`src/rtl/drv_sup_pkg.sv`:
```
package drv_sup_pkg;

  // Status word layout, decoded by the serial shifter next door
  localparam int unsigned CH_N    = 6;
  localparam int unsigned TP_BIT  = 0;
  localparam int unsigned CH_LSB  = 1;
  localparam int unsigned SCD_BIT = 13;
  localparam int unsigned INH_BIT = 14;
  localparam int unsigned PSF_BIT = 15;
  localparam int unsigned ST_W    = 16;

  // Long/short delay ratios
  localparam int unsigned SC_RATIO = 8;
  localparam int unsigned OV_RATIO = 4;

  function automatic int unsigned pick_limit(logic sel_long, int unsigned base,
                                             int unsigned ratio);
    return sel_long ? base * ratio : base;
  endfunction

  // True when the tick in progress is the one that completes the delay
  function automatic logic last_tick(int unsigned cnt, int unsigned limit);
    return (cnt + 1) >= limit;
  endfunction

  function automatic int unsigned max3(int unsigned a, int unsigned b, int unsigned c);
    int unsigned m;
    m = (a > b) ? a : b;
    return (m > c) ? m : c;
  endfunction

  function automatic logic [ST_W-1:0] build_status(logic tp, logic [CH_N-1:0] ch,
                                                   logic scd, logic inh, logic psf,
                                                   logic tsd);
    logic [ST_W-1:0] s;
    s = '0;
    s[TP_BIT]          = tp;
    s[CH_LSB +: CH_N]  = ch;
    s[SCD_BIT]         = scd;
    s[INH_BIT]         = inh;
    s[PSF_BIT]         = psf;
    if (tsd) s = '1;
    return s;
  endfunction

endpackage

```
`src/rtl/drv_dly_timer.sv`:
```
module drv_dly_timer
  import drv_sup_pkg::*;
#(
  parameter int unsigned W = 8
) (
  input  logic         clk,
  input  logic         rst_n,
  input  logic         run,
  input  logic         clr,
  input  logic         tick,
  input  logic [W-1:0] limit,
  output logic         hit
);
  logic [W-1:0] cnt;
  logic         done;

  always_comb
    hit = run && !clr && tick && !done && last_tick(32'(cnt), 32'(limit));

  always_ff @(posedge clk or negedge rst_n) begin
    if (!rst_n) begin
      cnt  <= '0;
      done <= 1'b0;
    end else if (clr || !run) begin
      cnt  <= '0;
      done <= 1'b0;
    end else if (tick && !done) begin
      cnt <= cnt + 1'b1;
      if (hit) done <= 1'b1;
    end
  end
endmodule

```
`src/rtl/drv_chan_guard.sv`:
```
module drv_chan_guard #(
  parameter int unsigned W = 8
) (
  input  logic         clk,
  input  logic         rst_n,
  input  logic         tick,
  input  logic         ovc,
  input  logic         tp_warn,
  input  logic         srr,
  input  logic [W-1:0] limit,
  output logic         sc_off,
  output logic         trip
);
  logic run, hit, fast;

  assign run  = ovc && !sc_off;
  assign fast = ovc && tp_warn && !sc_off && !srr;
  assign trip = hit || fast;

  drv_dly_timer #(.W(W)) u_tmr (
    .clk   (clk),
    .rst_n (rst_n),
    .run   (run),
    .clr   (srr),
    .tick  (tick),
    .limit (limit),
    .hit   (hit)
  );

  always_ff @(posedge clk or negedge rst_n) begin
    if (!rst_n)     sc_off <= 1'b0;
    else if (srr)   sc_off <= 1'b0;
    else if (trip)  sc_off <= 1'b1;
  end
endmodule

```
`src/rtl/drv_supply_guard.sv`:
```
module drv_supply_guard #(
  parameter int unsigned W = 8
) (
  input  logic         clk,
  input  logic         rst_n,
  input  logic         tick,
  input  logic         ov_det,
  input  logic         uv_det,
  input  logic         srr,
  input  logic [W-1:0] ov_limit,
  input  logic [W-1:0] uv_limit,
  output logic         sup_off,
  output logic         psf
);
  logic [1:0]   det, hit, hold;
  logic [W-1:0] lim [2];

  assign det    = {uv_det, ov_det};
  assign lim[0] = ov_limit;
  assign lim[1] = uv_limit;

  for (genvar r = 0; r < 2; r++) begin : g_rail
    drv_dly_timer #(.W(W)) u_tmr (
      .clk   (clk),
      .rst_n (rst_n),
      .run   (det[r]),
      .clr   (srr),
      .tick  (tick),
      .limit (lim[r]),
      .hit   (hit[r])
    );

    always_ff @(posedge clk or negedge rst_n) begin
      if (!rst_n)       hold[r] <= 1'b0;
      else if (!det[r]) hold[r] <= 1'b0;
      else if (hit[r])  hold[r] <= 1'b1;
    end
  end

  assign sup_off = |hold;

  always_ff @(posedge clk or negedge rst_n) begin
    if (!rst_n)    psf <= 1'b0;
    else if (srr)  psf <= 1'b0;
    else if (|hit) psf <= 1'b1;
  end
endmodule

```
`src/rtl/drv_status_pack.sv`:
```
module drv_status_pack
  import drv_sup_pkg::*;
(
  input  logic            tp_warn,
  input  logic [CH_N-1:0] drv_en,
  input  logic [CH_N-1:0] open_ld,
  input  logic            ol_en,
  input  logic            scd,
  input  logic            inh,
  input  logic            psf,
  input  logic            tsd_lat,
  output logic [CH_N-1:0] ol_src_en,
  output logic [ST_W-1:0] status
);
  logic [CH_N-1:0] ch_bits;

  for (genvar i = 0; i < CH_N; i++) begin : g_ch
    assign ol_src_en[i] = ol_en && !drv_en[i];
    assign ch_bits[i]   = drv_en[i] | (ol_src_en[i] & open_ld[i]);
  end

  assign status = build_status(tp_warn, ch_bits, scd, inh, psf, tsd_lat);
endmodule

```
`src/rtl/drv_fault_supervisor.sv`:
```
module drv_fault_supervisor
  import drv_sup_pkg::*;
#(
  parameter int unsigned SC_TICKS = 25,
  parameter int unsigned OV_TICKS = 7,
  parameter int unsigned UV_TICKS = 28
) (
  input  logic            clk,
  input  logic            rst_n,
  input  logic            tick,
  input  logic [CH_N-1:0] cmd_on,
  input  logic [CH_N-1:0] ovc,
  input  logic            ov_det,
  input  logic            uv_det,
  input  logic            tp_warn,
  input  logic            tsd_det,
  input  logic            hw_run,
  input  logic            sw_run,
  input  logic            ol_test_n,
  input  logic [CH_N-1:0] open_ld,
  input  logic            dly_long,
  input  logic            srr,
  output logic [CH_N-1:0] drv_en,
  output logic [CH_N-1:0] ol_src_en,
  output logic [ST_W-1:0] status
);
  localparam int unsigned MAX_T = max3(SC_TICKS * SC_RATIO, OV_TICKS * OV_RATIO, UV_TICKS);
  localparam int unsigned TW    = $clog2(MAX_T + 1);

  logic [TW-1:0]   sc_lim, ov_lim, uv_lim;
  logic [CH_N-1:0] sc_off, sc_trip;
  logic            sc_trip_any, scd, psf, sup_off, tsd_lat, inh, ol_en, global_off;

  assign sc_lim = TW'(pick_limit(dly_long, SC_TICKS, SC_RATIO));
  assign ov_lim = TW'(pick_limit(dly_long, OV_TICKS, OV_RATIO));
  assign uv_lim = TW'(UV_TICKS);

  for (genvar i = 0; i < CH_N; i++) begin : g_chan
    drv_chan_guard #(.W(TW)) u_guard (
      .clk     (clk),
      .rst_n   (rst_n),
      .tick    (tick),
      .ovc     (ovc[i]),
      .tp_warn (tp_warn),
      .srr     (srr),
      .limit   (sc_lim),
      .sc_off  (sc_off[i]),
      .trip    (sc_trip[i])
    );
  end

  assign sc_trip_any = |sc_trip;

  always_ff @(posedge clk or negedge rst_n) begin
    if (!rst_n)           scd <= 1'b0;
    else if (srr)         scd <= 1'b0;
    else if (sc_trip_any) scd <= 1'b1;
  end

  drv_supply_guard #(.W(TW)) u_supply (
    .clk      (clk),
    .rst_n    (rst_n),
    .tick     (tick),
    .ov_det   (ov_det),
    .uv_det   (uv_det),
    .srr      (srr),
    .ov_limit (ov_lim),
    .uv_limit (uv_lim),
    .sup_off  (sup_off),
    .psf      (psf)
  );

  // Thermal latch: set while indicated, cleared only by a reset after it drops
  always_ff @(posedge clk or negedge rst_n) begin
    if (!rst_n)       tsd_lat <= 1'b0;
    else if (tsd_det) tsd_lat <= 1'b1;
    else if (srr)     tsd_lat <= 1'b0;
  end

  assign inh        = !hw_run || !sw_run;
  assign ol_en      = !ol_test_n && sw_run;
  assign global_off = inh || sup_off || tsd_lat;
  assign drv_en     = cmd_on & ~sc_off & {CH_N{!global_off}};

  drv_status_pack u_pack (
    .tp_warn   (tp_warn),
    .drv_en    (drv_en),
    .open_ld   (open_ld),
    .ol_en     (ol_en),
    .scd       (scd),
    .inh       (inh),
    .psf       (psf),
    .tsd_lat   (tsd_lat),
    .ol_src_en (ol_src_en),
    .status    (status)
  );
endmodule

```
`config.mk`:
```
export PLATFORM = sky130hd
export DESIGN_NAME = drv_fault_supervisor
export DESIGN_NICKNAME = d
export VERILOG_FILES = /design/src/rtl/drv_sup_pkg.sv /design/src/rtl/drv_dly_timer.sv /design/src/rtl/drv_chan_guard.sv /design/src/rtl/drv_supply_guard.sv /design/src/rtl/drv_status_pack.sv /design/src/rtl/drv_fault_supervisor.sv
export SDC_FILE = /design/constraint.sdc
export NUM_CORES = 1
export LEC_CHECK = 0
export BUFFER_PORTS_ARGS = -buffer_cell sky130_fd_sc_hd__buf_2
export CAP_MARGIN = 10
export CORE_MARGIN = 2
export CORE_UTILIZATION = 50
export DETAILED_ROUTE_END_ITERATION = 10
export PLACE_DENSITY_LB_ADDON = 0.3
export REMOVE_ABC_BUFFERS = 1
export SKIP_CTS_REPAIR_TIMING = 1
export SLEW_MARGIN = 25
export SYNTH_ARGS = -nofsm -noshare
export SYNTH_HDL_FRONTEND = slang
export SYNTH_SLANG_ARGS = --single-unit
```
`constraint.sdc`:
```
create_clock -name clk -period 3.15 [get_ports clk]
set_clock_uncertainty 0.15 [all_clocks]
set_input_delay 0.315 -clock clk [delete_from_list [all_inputs] [get_ports clk]]
set_output_delay 0.315 -clock clk [all_outputs]
set_load 0.05 [all_outputs]
```
# Word-level counts from Yosys, hierarchy flattened
# Cells that the tools add are included.
# Widths: inputs -> output; s select.
dict set report word_totals {
  reg_bits 83
}
dict set report op_classes {
  n_reduce_logical 157
  mux 63
  n_eq_ne 2
  magnitude_cmp 8
  bitwise 15
  add_sub_neg 16
}
# cell count
set ops {}
lappend ops {{$mux 8} 17}
lappend ops {{$add 8x1->9 const B} 8}
lappend ops {{$logic_and 1x1->1} 71}
lappend ops {{$add 8x1->8 const B} 8}
lappend ops {{$ge 9x8->1} 6}
lappend ops {{$reduce_bool 2->1} 25}
lappend ops {{$mux 1} 44}
lappend ops {{$logic_not 1->1} 33}
lappend ops {{$logic_or 1x1->1} 17}
lappend ops {{$mux 16} 1}
lappend ops {{$reduce_and 2->1} 8}
lappend ops {{$and 6x6->6} 2}
lappend ops {{$ge 9x5->1} 1}
lappend ops {{$ge 9x5->1 const B} 1}
lappend ops {{$and 1x1->1} 6}
lappend ops {{$not 6->6} 1}
lappend ops {{$or 1x1->1} 6}
lappend ops {{$reduce_or 6->1} 1}
lappend ops {{$mux 5} 1}
lappend ops {{$ne 2x1->1 const B} 2}
lappend ops {{$reduce_or 2->1} 2}

# Depth between registers and ports, before layout
dict set report depth {
  depth_word 11
  depth_mapped 11
  ltp_nobuf 11
}

# By module
# Synthesis repeated with hierarchy kept, for this count alone.
dict set report hier_totals {
  hier_cells 761
  area_unflattened_um2 6643.9
}
# mod seq_area_each_um2 area_per_inst_um2 instances cells_each
set by_module_without_submodules {}
lappend by_module_without_submodules {{drv_dly_timer (g_chan[1].u_guard.u_tmr ...)} 225.2 719.4 6 83}
lappend by_module_without_submodules {{drv_dly_timer (g_chan[0].u_guard.u_tmr ...)} 225.2 767.0 2 88}
lappend by_module_without_submodules {drv_chan_guard 25.0 56.3 6 6}
lappend by_module_without_submodules {drv_status_pack 0.0 177.7 1 24}
lappend by_module_without_submodules {drv_fault_supervisor 50.0 172.7 1 19}
lappend by_module_without_submodules {drv_supply_guard 75.1 105.1 1 8}

# Least setup slack after synthesis
# Ideal clock, no wire load.
dict set report synth_path {
  path_kind {register to output}
  startpoint {register tsd_lat}
  endpoint {output ol_src_en[2]}
  n_path_buf 1
  setup_slack_ps -743
  required_time_ps 2685
  stages_incl_launch_ff 6
  t_arrival_ps 3428
  cell_sequence {dfrtp_1 nand3b_1 or3_1 clkbuf_1 nor3b_1 nor2_1}
}
dict set report synth_between {
  elab_chain_cells 5
}
# item line_no
set synth_lines {}
lappend synth_lines {{start, declared} drv_fault_supervisor.sv:32} ;# logic sc_trip_any, scd, psf, sup_off, tsd_lat, inh, ol_en, global_off;
lappend synth_lines {{start signal, assigned} drv_fault_supervisor.sv:75} ;# if (!rst_n) tsd_lat <= 1'b0;
lappend synth_lines {{start signal, assigned} drv_fault_supervisor.sv:76} ;# else if (tsd_det) tsd_lat <= 1'b1;
lappend synth_lines {{start signal, assigned} drv_fault_supervisor.sv:77} ;# else if (srr) tsd_lat <= 1'b0;
lappend synth_lines {{$logic_or 1x1->1} drv_fault_supervisor.sv:82} ;# assign global_off = inh || sup_off || tsd_lat;
lappend synth_lines {{$logic_not 1->1} drv_fault_supervisor.sv:83} ;# assign drv_en = cmd_on & ~sc_off & {CH_N{!global_off}};
lappend synth_lines {{$and 6x6->6} drv_fault_supervisor.sv:83}
lappend synth_lines {{named net drv_en[2]} drv_fault_supervisor.sv:23} ;# output logic [CH_N-1:0] drv_en,
lappend synth_lines {{$logic_not 1->1} drv_status_pack.sv:18} ;# assign ol_src_en[i] = ol_en && !drv_en[i];
lappend synth_lines {{$logic_and 1x1->1} drv_status_pack.sv:18}
lappend synth_lines {{end, declared} drv_fault_supervisor.sv:24} ;# output logic [CH_N-1:0] ol_src_en,
# The timed path passes the listed nets, and every way through them passes these cells.

# Worst setup path in the final report
dict set report layout_path {
  startpoint {register tsd_lat}
  endpoint {output status[1]}
}
dict set report layout_between {
  elab_chain_cells 8
}
# item line_no
set layout_lines {}
lappend layout_lines {{$logic_or 1x1->1} drv_fault_supervisor.sv:82}
lappend layout_lines {{$logic_not 1->1} drv_fault_supervisor.sv:83}
lappend layout_lines {{$and 6x6->6} drv_fault_supervisor.sv:83}
lappend layout_lines {{$logic_not 1->1} drv_status_pack.sv:18}
lappend layout_lines {{$logic_and 1x1->1} drv_status_pack.sv:18}
lappend layout_lines {{$and 1x1->1} drv_status_pack.sv:19} ;# assign ch_bits[i] = drv_en[i] | (ol_src_en[i] & open_ld[i]);
lappend layout_lines {{$or 1x1->1} drv_status_pack.sv:19}
lappend layout_lines {{$mux 16 (*)} drv_sup_pkg.sv:42} ;# if (tsd) s = '1;
lappend layout_lines {{end, declared} drv_fault_supervisor.sv:25} ;# output logic [ST_W-1:0] status
# Mark *: on every way between the ends. The rest lies on a longest branch, timed or not.

==> metrics.md <==
| Metric | Value |
|---|---|
| Post-detailed-routing wire length | ~13000 um |
| Tightest Pin Transition | approximately 0.7 ns |
| GRT Resource Usage Total | 24.3% |
| Buffers & Inverters on Critical Path | 1 |
| Number of nets in the layout | around 700 |
| Number of sinks driven by the clock tree | 83 |
| TritonCTS clock tree | built |
| Number of design rule violations left after detail routing | 0 |
| Synthesis-to-finish area growth | 12.9% |
| Number of warning messages in the yosys log | 0 |
| Proportion of register bits with asynchronous set or reset after synthesis | between 90% and 100% |
| Average routed wire per standard cell | 16.4 um |
| Max-slew violations | 0 |
| Fmax | about 340 MHz |
| Port buffer count | between 50 and 60 |
| Number of enable-type register cells in the synthesized netlist | 0 |
| Cell Rows | 37 |
| Effective utilization at floorplan | between 50% and 60% |
| Level count of the clock H-tree | 3 |
| Final period demand of the worst path | around 3 ns |
| Length in cells of the worst reg-to-reg path | 11 |
| Crit path to | status[1] |
| Min-Delay Path Class | in2reg |
| Core area | 10300 sq um |
| Fraction of layout cells with a size suffix above 1 | 14.9% |
| Number of vias after detailed routing | 4543 |
| Length of the first detailed-routing pass in iterations | 4 |
| Clock transition at the registers of the reported paths | around 0.08 ns |
| Maximum VDD drop | about 0.25 mV |
| Critical Path End Type | output pin |
| CP max FO | 6 |
| Buffer depth of the longest clock path | 2 |
| Number of clock buffers inserted by TritonCTS | 9 |
| Register area share after synthesis | between 30% and 40% |
| Count of final setup violators | 0 |
| Max-Cap Viols | 0 |
| Die height | roughly 110 um |
| Crit path max-delay cell type | sky130_fd_sc_hd__nor3b_1 |
| Post-synth design cell area | approximately 5300 sq um |
| Number of filler instances in the final layout | around 950 |
| Delay of the slowest cell on the worst path | about 0.57 ns |
| Leakage power total | ~2.7 nW |
| Flop-to-flop setup slack | roughly 0.23 ns |
| FF-to-FF Start | g_chan[5].u_guard.u_tmr.cnt[0] |
| Endpoint of the most critical register-to-register path | scd |
| FF+latch count, synth | 83 |
| Commonest cells after routing, fill and taps aside | sky130_fd_sc_hd__dfrtp_1, sky130_fd_sc_hd__nor2_1, sky130_fd_sc_hd__nand2_1, sky130_fd_sc_hd__buf_2, sky130_fd_sc_hd__ha_1 |
| Chip Width | 107 um |
| Crit path arrival time | 2.48 ns |
| Cell count along the critical path | 5 |
| Worst hold-check slack | ~0.016 ns |
| Number of instances in the synthesized netlist | 581 |
| Run status | complete, no violations |
| Final estimated routing congestion in global placement | a little over 0.9 |
| CTS Root Cell | sky130_fd_sc_hd__clkbuf_8 |
| Top delay family on crit path | simple AND/OR/NAND/NOR gates |
| Wire length of the first global-routing pass | around 22000 um |
| DP Wirelength | 9560 um |
| Via count of the first global-routing pass | about 4600 |
| Most common cell after layout, fill and taps aside | sky130_fd_sc_hd__dfrtp_1 |
| Number of hold violations in the final report | 0 |
| Rel. slew slack | 53.1% |
| Detail Route Antenna Nets | 0 |
| Synth Flop Type | sky130_fd_sc_hd__dfrtp_1 |
| Kind of critical path | reg2out |
| Antenna violations before repair | 0 |
| Routed vias/inst | ~5.8 |
| Die footprint | 11300 sq um |
| Worst EP required | between 2 and 3 ns |
| Clock latency on the worst-skew pair | 0.35 ns |
| Crit share post-route | 93.5% |
| Grt ovf | 0 |
| Cells along the critical path | nand3b_1 -> or3_1 -> nor3b_1 -> a211o_1 -> buf_2 |
| Total power | 2.26 mW |
| Power density over the cells | around 380 nW/um^2 |
| Inserted Diodes | 0 |
| Startpoint Class | flop |
| Unique masters post-synth | 55 |
| Mapped Avg Cell Area | between 9 and 10 sq um |
| Top Ports | slightly below 60 |
| Maximum number of pins on one net before global-route repair | 46 |
| Start point of the critical path | tsd_lat |
| Detailed Route Iter0 Violations | 243 |
| RSZ-0062 raised after global routing | no |
how the worst min path moves through the flow:
stage / startpoint / end / slack, ns / depth (start not counted)
after global routing: uv_det / u_supply.hold[1] / 0.02 / 3
after CTS: rst_n / g_chan[0].u_guard.u_tmr.cnt[0] / -0.16 / 1
after global placement: rst_n / g_chan[0].u_guard.u_tmr.cnt[0] / 0.22 / 1
after floorplan: rst_n / g_chan[0].u_guard.sc_off / -0.13 / 0
after detailed placement: rst_n / g_chan[0].u_guard.u_tmr.cnt[0] / 0.22 / 1
final: uv_det / u_supply.hold[1] / 0.02 / 3
area by class of cell:
type / count / area (sq um) / area share, %
well taps: 136 / 170 / 2.87
repair buffers: 67 / 368 / 6.20
multi-input cells: 469 / 3040 / 51.2
inverters: 15 / 56.3 / 0.948
clock buffers: 11 / 151 / 2.55
flip-flops and latches: 83 / 2080 / 35.0
clock inverters: 5 / 75.1 / 1.26
flip-flops by register name, summed over array words and instances, names as in the netlist:
| signal | flops |
|---|---|
| g_chan.u_guard.u_tmr.done | 6 |
| u_supply.g_rail.u_tmr.done | 2 |
| u_supply.g_rail.u_tmr.cnt | 16 |
| scd | 1 |
| g_chan.u_guard.u_tmr.cnt | 48 |
| u_supply.hold | 2 |
| g_chan.u_guard.sc_off | 6 |
| tsd_lat | 1 |
| u_supply.psf | 1 |
synth_stat cells, types with 2 or more instances:
cell	count	area, sq um
sky130_fd_sc_hd__dfrtp_1	83	2080
sky130_fd_sc_hd__nor2_1	77	289
sky130_fd_sc_hd__nand2_1	62	233
sky130_fd_sc_hd__ha_1	37	463
sky130_fd_sc_hd__xor2_1	33	289
sky130_fd_sc_hd__o21ai_0	32	160
sky130_fd_sc_hd__nand3_1	30	150
sky130_fd_sc_hd__xnor2_1	27	236
sky130_fd_sc_hd__a21oi_1	22	110
sky130_fd_sc_hd__nand2b_1	16	100
sky130_fd_sc_hd__a22o_1	15	131
sky130_fd_sc_hd__or3_1	15	93.8
sky130_fd_sc_hd__inv_1	14	52.6
sky130_fd_sc_hd__nor2b_1	11	68.8
sky130_fd_sc_hd__nor3_1	9	45.0
sky130_fd_sc_hd__nor3b_1	8	60.1
sky130_fd_sc_hd__and3_1	7	43.8
sky130_fd_sc_hd__a211o_1	6	52.6
sky130_fd_sc_hd__buf_4	6	45.0
sky130_fd_sc_hd__clkbuf_1	6	22.5
sky130_fd_sc_hd__or2_2	5	31.3
sky130_fd_sc_hd__o41ai_1	4	35.0
sky130_fd_sc_hd__a31oi_1	3	18.8
sky130_fd_sc_hd__a41oi_1	3	26.3
sky130_fd_sc_hd__and2_1	3	18.8
sky130_fd_sc_hd__nor3_2	3	30.0
sky130_fd_sc_hd__o22ai_1	3	18.8
sky130_fd_sc_hd__o31ai_1	3	22.5
sky130_fd_sc_hd__a211oi_1	2	15.0
sky130_fd_sc_hd__a21o_1	2	15.0
sky130_fd_sc_hd__a221oi_1	2	17.5
sky130_fd_sc_hd__a311o_1	2	20.0
sky130_fd_sc_hd__a311oi_1	2	17.5
sky130_fd_sc_hd__and3_4	2	22.5
sky130_fd_sc_hd__nand4_1	2	12.5
sky130_fd_sc_hd__nor4_1	2	12.5
sky130_fd_sc_hd__nor4b_1	2	17.5
sky130_fd_sc_hd__o21a_1	2	15.0
sky130_fd_sc_hd__o22a_1	2	17.5
worst min-delay path, stage by stage:
cell and delay (ns):
sky130_fd_sc_hd__buf_2 0.09, sky130_fd_sc_hd__nand2_1 0.04, sky130_fd_sc_hd__nand2_1 0.05
per-layer routing:
| metal | vias up | wire length, um | GRT usage (%) | share of wire, % |
|---|---|---|---|---|
| li1 | 2170 | - | - | - |
| met1 | 2179 | 5740 | 31.3 | 45 |
| met2 | 162 | 5860 | 39.4 | 45 |
| met3 | 32 | 906 | 5.21 | 7.0 |
| met4 | 0 | 389 | 11.1 | 3.0 |
| met5 | - | 0 | 0 | 0 |
cell families (layout without fill, tap and decap cells):
family | after synthesis | after routing | share of synthesized area, %
DFF | 83 | 83 | 39.5
AOI/OAI and AO/OA | 112 | 112 | 14.6
buffers and inverters | 29 | 98 | 2.67
xor gates and xnor gates | 60 | 60 | 10.0
muxes | 1 | 1 | 0.190
and+or+nand+nor | 259 | 259 | 24.2
adders and majority gates | 37 | 37 | 8.81
power breakdown:
| part | switching [mW] | total [mW] | internal (mW) |
|---|---|---|---|
| Combinational | 0.213 | 0.299 | 0.0851 |
| Sequential | 0.0147 | 1.09 | 1.08 |
| Clock | 0.384 | 0.870 | 0.486 |
| Total | 0.612 | 2.26 | 1.65 |
through the flow:
step	cells	setup slack (ns)	instance area (sq um)	util, %	TNS, ns
after floorplan	567	-2.15	5170	-	-34.66
after global placement	768	0.383	5690	55.4	0
after detailed placement	768	0.243	5690	55.4	0
after CTS	784	0.151	5920	57.6	0
after global routing	786	0.0326	5940	57.8	0
final	786	0.204	5940	57.8	0
No activity file was read; power rests on OpenSTA's default activity.
